### config.mk
export PLATFORM = sky130hd
export DESIGN_NAME = addr_guard_unit
export DESIGN_NICKNAME = d
export VERILOG_FILES = /design/src/rtl/addr_guard_pkg.sv /design/src/rtl/guard_cfg_regs.sv /design/src/rtl/guard_check.sv /design/src/rtl/addr_guard_unit.sv
export SDC_FILE = /design/constraint.sdc
export NUM_CORES = 1
export LEC_CHECK = 0
export CORE_MARGIN = 4
export CORE_UTILIZATION = 52
export CTS_CLUSTER_SIZE = 14
export DETAILED_ROUTE_END_ITERATION = 16
export PLACE_DENSITY = 0.74
export SLEW_MARGIN = 20
export SYNTH_ARGS = -nofsm -noshare
export SYNTH_HDL_FRONTEND = slang
export SYNTH_SLANG_ARGS = --single-unit
### constraint.sdc
create_clock -name clk -period 3.9 [get_ports clk]
set_input_delay 0.78 -clock clk [delete_from_list [all_inputs] [get_ports clk]]
set_output_delay 0.78 -clock clk [all_outputs]
set_load 0.01 [all_outputs]
### src/rtl/addr_guard_pkg.sv
package addr_guard_pkg;

    typedef enum logic [1:0] {
        MODE_FENCE    = 2'd0,
        MODE_WINDOW   = 2'd1,
        MODE_RELOCATE = 2'd2,
        MODE_BLOCKED  = 2'd3
    } guard_mode_e;

    typedef enum logic [2:0] {
        SEL_MODE    = 3'd0,
        SEL_FENCE   = 3'd1,
        SEL_LOWER   = 3'd2,
        SEL_UPPER   = 3'd3,
        SEL_BASE    = 3'd4,
        SEL_LENGTH  = 3'd5,
        SEL_RELEASE = 3'd6,
        SEL_SPARE   = 3'd7
    } cfg_sel_e;

    typedef enum logic {
        WIN_OPEN   = 1'b0,
        WIN_SEALED = 1'b1
    } win_state_e;

endpackage

### src/rtl/guard_cfg_regs.sv
module guard_cfg_regs
    import addr_guard_pkg::*;
#(
    parameter int AW = 16
) (
    input  logic          clk,
    input  logic          rst_n,
    input  logic          kern_mode,
    input  logic          cfg_we,
    input  logic [2:0]    cfg_sel,
    input  logic [AW-1:0] cfg_wdata,
    output guard_mode_e   mode_q,
    output logic [AW-1:0] fence_q,
    output logic [AW-1:0] lower_q,
    output logic [AW-1:0] upper_q,
    output logic [AW-1:0] base_q,
    output logic [AW-1:0] length_q,
    output win_state_e    win_state
);

    win_state_e win_next;
    logic       wr_ok;
    cfg_sel_e   sel;

    assign wr_ok = cfg_we && kern_mode;
    assign sel   = cfg_sel_e'(cfg_sel);

    always_ff @(posedge clk) begin
        if (!rst_n) begin
            win_state <= WIN_OPEN;
        end else begin
            win_state <= win_next;
        end
    end

    always_comb begin
        win_next = win_state;
        unique case (win_state)
            WIN_OPEN:   if (wr_ok && sel == SEL_UPPER)   win_next = WIN_SEALED;
            WIN_SEALED: if (wr_ok && sel == SEL_RELEASE) win_next = WIN_OPEN;
            default:    win_next = WIN_OPEN;
        endcase
    end

    always_ff @(posedge clk) begin
        if (!rst_n) begin
            mode_q   <= MODE_FENCE;
            fence_q  <= '0;
            lower_q  <= '0;
            upper_q  <= '0;
            base_q   <= '0;
            length_q <= '0;
        end else if (wr_ok) begin
            case (sel)
                SEL_MODE:   mode_q   <= guard_mode_e'(cfg_wdata[1:0]);
                SEL_FENCE:  fence_q  <= cfg_wdata;
                SEL_LOWER:  if (win_state == WIN_OPEN) lower_q <= cfg_wdata;
                SEL_UPPER:  if (win_state == WIN_OPEN) upper_q <= cfg_wdata;
                SEL_BASE:   base_q   <= cfg_wdata;
                SEL_LENGTH: length_q <= cfg_wdata;
                default: ;
            endcase
        end
    end

    // nothing changes without kernel mode
    p_user_write_ignored_r7: assert property (@(posedge clk) disable iff (!rst_n)
        !kern_mode |=> $stable(fence_q) && $stable(base_q) && $stable(length_q)
                       && $stable(mode_q) && $stable(lower_q) && $stable(upper_q));

    // sealed window limits hold unless released
    p_sealed_window_r8: assert property (@(posedge clk) disable iff (!rst_n)
        (win_state == WIN_SEALED) |=> $stable(lower_q) && $stable(upper_q));

endmodule

### src/rtl/guard_check.sv
module guard_check
    import addr_guard_pkg::*;
#(
    parameter int AW = 16
) (
    input  guard_mode_e   mode,
    input  logic [AW-1:0] addr,
    input  logic [AW-1:0] fence,
    input  logic [AW-1:0] lower,
    input  logic [AW-1:0] upper,
    input  logic [AW-1:0] base,
    input  logic [AW-1:0] length,
    output logic          fail,
    output logic [AW-1:0] xlat_addr
);

    always_comb begin
        fail      = 1'b0;
        xlat_addr = addr;
        unique case (mode)
            MODE_FENCE:    fail = (addr <= fence);
            MODE_WINDOW:   fail = !((addr > lower) && (addr < upper));
            MODE_RELOCATE: begin
                fail      = (addr >= length);
                xlat_addr = base + addr;
            end
            MODE_BLOCKED:  fail = 1'b1;
            default:       fail = 1'b1;
        endcase
    end

endmodule

### src/rtl/addr_guard_unit.sv
module addr_guard_unit
    import addr_guard_pkg::*;
#(
    parameter int AW = 16
) (
    input  logic          clk,
    input  logic          rst_n,
    input  logic          kern_mode,
    input  logic          cpu_valid,
    input  logic [AW-1:0] cpu_addr,
    input  logic          cfg_we,
    input  logic [2:0]    cfg_sel,
    input  logic [AW-1:0] cfg_wdata,
    output logic          mem_valid,
    output logic [AW-1:0] mem_addr,
    output logic          trap
);

    guard_mode_e   mode_q;
    win_state_e    win_state;
    logic [AW-1:0] fence_q, lower_q, upper_q, base_q, length_q;
    logic          fail;
    logic [AW-1:0] xlat_addr;

    guard_cfg_regs #(.AW(AW)) u_regs (
        .clk       (clk),
        .rst_n     (rst_n),
        .kern_mode (kern_mode),
        .cfg_we    (cfg_we),
        .cfg_sel   (cfg_sel),
        .cfg_wdata (cfg_wdata),
        .mode_q    (mode_q),
        .fence_q   (fence_q),
        .lower_q   (lower_q),
        .upper_q   (upper_q),
        .base_q    (base_q),
        .length_q  (length_q),
        .win_state (win_state)
    );

    guard_check #(.AW(AW)) u_check (
        .mode      (mode_q),
        .addr      (cpu_addr),
        .fence     (fence_q),
        .lower     (lower_q),
        .upper     (upper_q),
        .base      (base_q),
        .length    (length_q),
        .fail      (fail),
        .xlat_addr (xlat_addr)
    );

    always_ff @(posedge clk) begin
        if (!rst_n) begin
            mem_valid <= 1'b0;
            mem_addr  <= '0;
            trap      <= 1'b0;
        end else begin
            mem_valid <= cpu_valid && (kern_mode || !fail);
            trap      <= cpu_valid && !kern_mode && fail;
            mem_addr  <= kern_mode ? cpu_addr : xlat_addr;
        end
    end

    // a trap never coexists with a forwarded request
    p_trap_blocks_valid_r5: assert property (@(posedge clk) disable iff (!rst_n)
        !(trap && mem_valid));

    // outputs only follow an actual request
    p_no_request_quiet_r5: assert property (@(posedge clk) disable iff (!rst_n)
        !cpu_valid |=> !mem_valid && !trap);

    // kernel requests bypass translation and checks
    p_kernel_bypass_r6: assert property (@(posedge clk) disable iff (!rst_n)
        (cpu_valid && kern_mode) |=> mem_valid && !trap && (mem_addr == $past(cpu_addr)));

    // the blocked mode never forwards a user request
    p_blocked_mode_r4: assert property (@(posedge clk) disable iff (!rst_n)
        (cpu_valid && !kern_mode && mode_q == MODE_BLOCKED) |=> trap);

endmodule

==> flow_summary.yaml <==
power_and_ir_drop:
  clkPwrFrac: 0.430
  switching_share: 0.2450
  switchingPower_mw: 0.5906
  p_comb_frac: 0.130
  max-vdd-ir-drop_mv: 0.4636
  pwr-share-seq: 0.440
  leakagePower_nw: 2.571
  p_per_area_mw_per_mm2: 338.2
  p_int_mw: 1.820
clocking:
  worstSkewPairLatency_ns: 0.36
  cts_buffers: 9
  h-tree-depth: 3
  cts_sinks: 101
  clockBufferDepth: 2
  postCtsSetupRepairBufs: 0
  root_buffer: "clkbuf_16"
  ctsResizeCount: 0
  clkTransAtPathRegs_ns: 0.07
  cts_tree: "yes"
  hold_buffers: 0
route:
  first_pass_iters: 7
  wl_per_cell_um: 16.76
  drc_errors: 0
  num_vias: 5201
  drt_wl_total_um: 15500
  drtAntennaViolNets: 0
  vias_per_cell: 5.623
  first_iter_violations: 381
yosys:
  avgSynthCellArea_um2: 8.345
  synth-edff-count: 0
  synth_seq_cells: 101
  synth_flop_cell: "dfxtp_1"
  synth_nets: 848
  synth_cell_type_count: 51
  yosysWarnings: 0
  netlist_instances: 729
  async_flop_share: 0
  yosysSeqAreaShare: 0.3324
  netlist_area_mm2: 0.006083
layout:
  layout-drive-gt1-share: 0.04476
  area_delta_synth_final_pct: 17.13
  stdcell_count: 925
  diodes: 0
  nets: 897
setup_path:
  cp-end-kind: "flip-flop"
  crit_slowest_cell: "clkdlybuf4s50_1"
  crit_path_start_kind: "primary input"
  slowest_delay_ns: 0.57
  worst-setup-path-type: "primary input to flip-flop"
  worstPathRequired_ns: 4.14
  path_max_fanout: 6
  cp_cell_sequence: "clkdlybuf4s50_1 > ha_1 > a21o_1 > a31oi_2 > a21oi_2 > o41ai_4 > nor3_1 > or4_1"
  arrival_ns: 3.33
min_path:
  min_path_type: "flip-flop to flip-flop"
grt:
  track_usage: 0.2435
  gr-total-overflow: 0
  grt_start_max_net_pins: 61
  antenna_found_initial: 0
  grt_pass1_vias: 5333
  grt_pass1_wl_um: 25660
placed_design:
  port_buffers: 57
  placed_cells: 910
  routabilityCongestion: 0.9724
  dp_hpwl_um: 11540
floorplan:
  initial_core_util: 0.5328
  num_rows: 39
  pin_count: 58
  die_area_mm2: 0.01349
  core_mm2: 0.01142
  die_w_um: 116.2
  die_h_um: 116.2
sta:
  fin_skew_ns: 0.007639
  relSlewSlack: 0.4457
  setup-tns-final_ns: 0
  tightest_slew_ns: 0.8315
  hold_viol: 0
  fin_crit_sh: 0.7938
  fmax_ghz: 0.3230
  layout_min_cycle_time_ns: 3.096
  drv_slew: 0
  setup_viol: 0
  rsz0062_at_grt: "no"
run_status:
  status: "completed"
job:
  drv_cap: 0
power by group through the flow:
stage / Combinational (mW) / Sequential (mW) / Clock, mW
finish: 0.313 / 1.06 / 1.04
global route: 0.346 / 1.06 / 1.10
CTS: 0.310 / 1.06 / 1.05
global placement: 0.296 / 1.08 / 0
floorplan: 0.164 / 1.09 / 0
detailed placement: 0.308 / 1.09 / 0
metrics by stage:
stage / util / hold slack [ns] / cell area (µm²) / total power, mW / worst slack, ns
after floorplan: - / 0.4351 / 6083 / 1.252 / 1.257
after global placement: 0.5945 / 0.4437 / 6788 / 1.381 / 0.5215
after detailed placement: 0.5945 / 0.4480 / 6788 / 1.393 / 0.4837
after CTS: 0.6240 / 0.4577 / 7126 / 2.420 / 0.8485
after global routing: 0.6240 / 0.4835 / 7126 / 2.505 / 0.6982
final: 0.6240 / 0.4553 / 7126 / 2.410 / 0.8041
worst paths after layout:
| path | start | endpoint | slack (ns) | cells past startpoint |
|---|---|---|---|---|
| setup / recovery | cpu_addr[4] | mem_addr[15] | 0.80 | 8 |
| hold / removal | u_regs.fence_q[7] | u_regs.fence_q[7] | 0.46 | 2 |
| setup reg to reg | u_regs.base_q[0] | mem_addr[14] | 1.58 | 10 |
| hold reg to reg | u_regs.fence_q[7] | u_regs.fence_q[7] | 0.46 | 2 |
cell usage in the layout, fill, tap and decap left out, types with 2 or more instances in the layout:
master,synthesis,final
nand2_1,134,134
o31ai_1,3,3
nor2b_1,40,40
a21oi_1,37,37
inv_1,66,66
o21a_1,2,2
bufinv_16,0,3
nand4b_1,2,2
nand3b_1,3,3
clkbuf_16,0,9
a21o_1,13,13
clkdlybuf4s50_1,0,56
nand2b_1,4,4
o211ai_1,7,7
ha_1,78,78
nor3_1,6,6
and2_1,8,8
buf_4,2,8
dfxtp_1,101,101
nor2_1,18,18
xor2_1,4,4
a21boi_0,52,52
nand4_1,15,15
o21ai_0,25,25
mux2i_1,33,33
or4_1,4,4
clkinvlp_4,0,3
xnor2_1,5,5
a211oi_1,2,2
nor3b_2,0,2
nand3_1,15,15
cells by family after synthesis:
kind of cell,Yosys count,synth area share
muxes,33,0.05430
DFF,101,0.3324
buffers and inverters,93,0.05882
adders and majority gates,79,0.1637
xor gates and xnor gates,9,0.01296
AOI/OAI and AO/OA,154,0.1705
and+or+nand+nor,260,0.2073
layout make-up:
class,count,area [µm²]
inverters,66,247.7
repair buffers,65,625.6
flip-flops and latches,101,2022
clock inverters,6,112.6
clock buffers,9,225.2
fillers,985,4293
multi-input cells,535,3714
well taps,143,178.9
state kept, by name, indices dropped and copies added, names as in the netlist:
name              cells
u_regs.base_q        16
mem_addr             16
u_regs.mode_q         2
u_regs.length_q      16
u_regs.win_state      1
u_regs.lower_q       16
trap                  1
mem_valid             1
u_regs.upper_q       16
u_regs.fence_q       16
worst max-delay path, delay by kind of cell:
family,cells,cell delay [ns]
buffers and inverters,1,0.57
adder cells (fa/ha/maj),1,0.45
AO/OA/AOI/OAI,4,0.93
AND/OR/NAND/NOR,2,0.59
routing by layer:
layer / part of all wire / track usage / wire (µm) / vias up
li1: - / - / - / 2586
met1: 0.44 / 0.3058 / 6894 / 2432
met2: 0.48 / 0.4070 / 7428 / 144
met3: 0.049 / 0.05026 / 753 / 39
met4: 0.027 / 0.1029 / 426 / 0
met5: 0 / 0 / 0 / -
synth_stat cells (2+ instances only):
cell	count	area [µm²]
a211oi_1	2	15.01
a21boi_0	52	390.4
a21o_1	13	97.59
a21oi_1	37	185.2
and2_1	8	50.05
buf_4	2	15.01
clkbuf_1	24	90.09
dfxtp_1	101	2022
ha_1	78	975.9
inv_1	66	247.7
mux2i_1	33	330.3
nand2_1	134	503.0
nand2b_1	4	25.02
nand3_1	15	75.07
nand3b_1	3	22.52
nand4_1	15	93.84
nand4b_1	2	17.52
nor2_1	18	67.56
nor2b_1	40	250.2
nor3_1	6	30.03
nor3b_1	3	22.52
o211ai_1	7	52.55
o21a_1	2	15.01
o21ai_0	25	125.1
o31ai_1	3	22.52
or4_1	4	30.03
xnor2_1	5	43.79
xor2_1	4	35.03
Note: power is estimated with default switching activity, not from simulation.
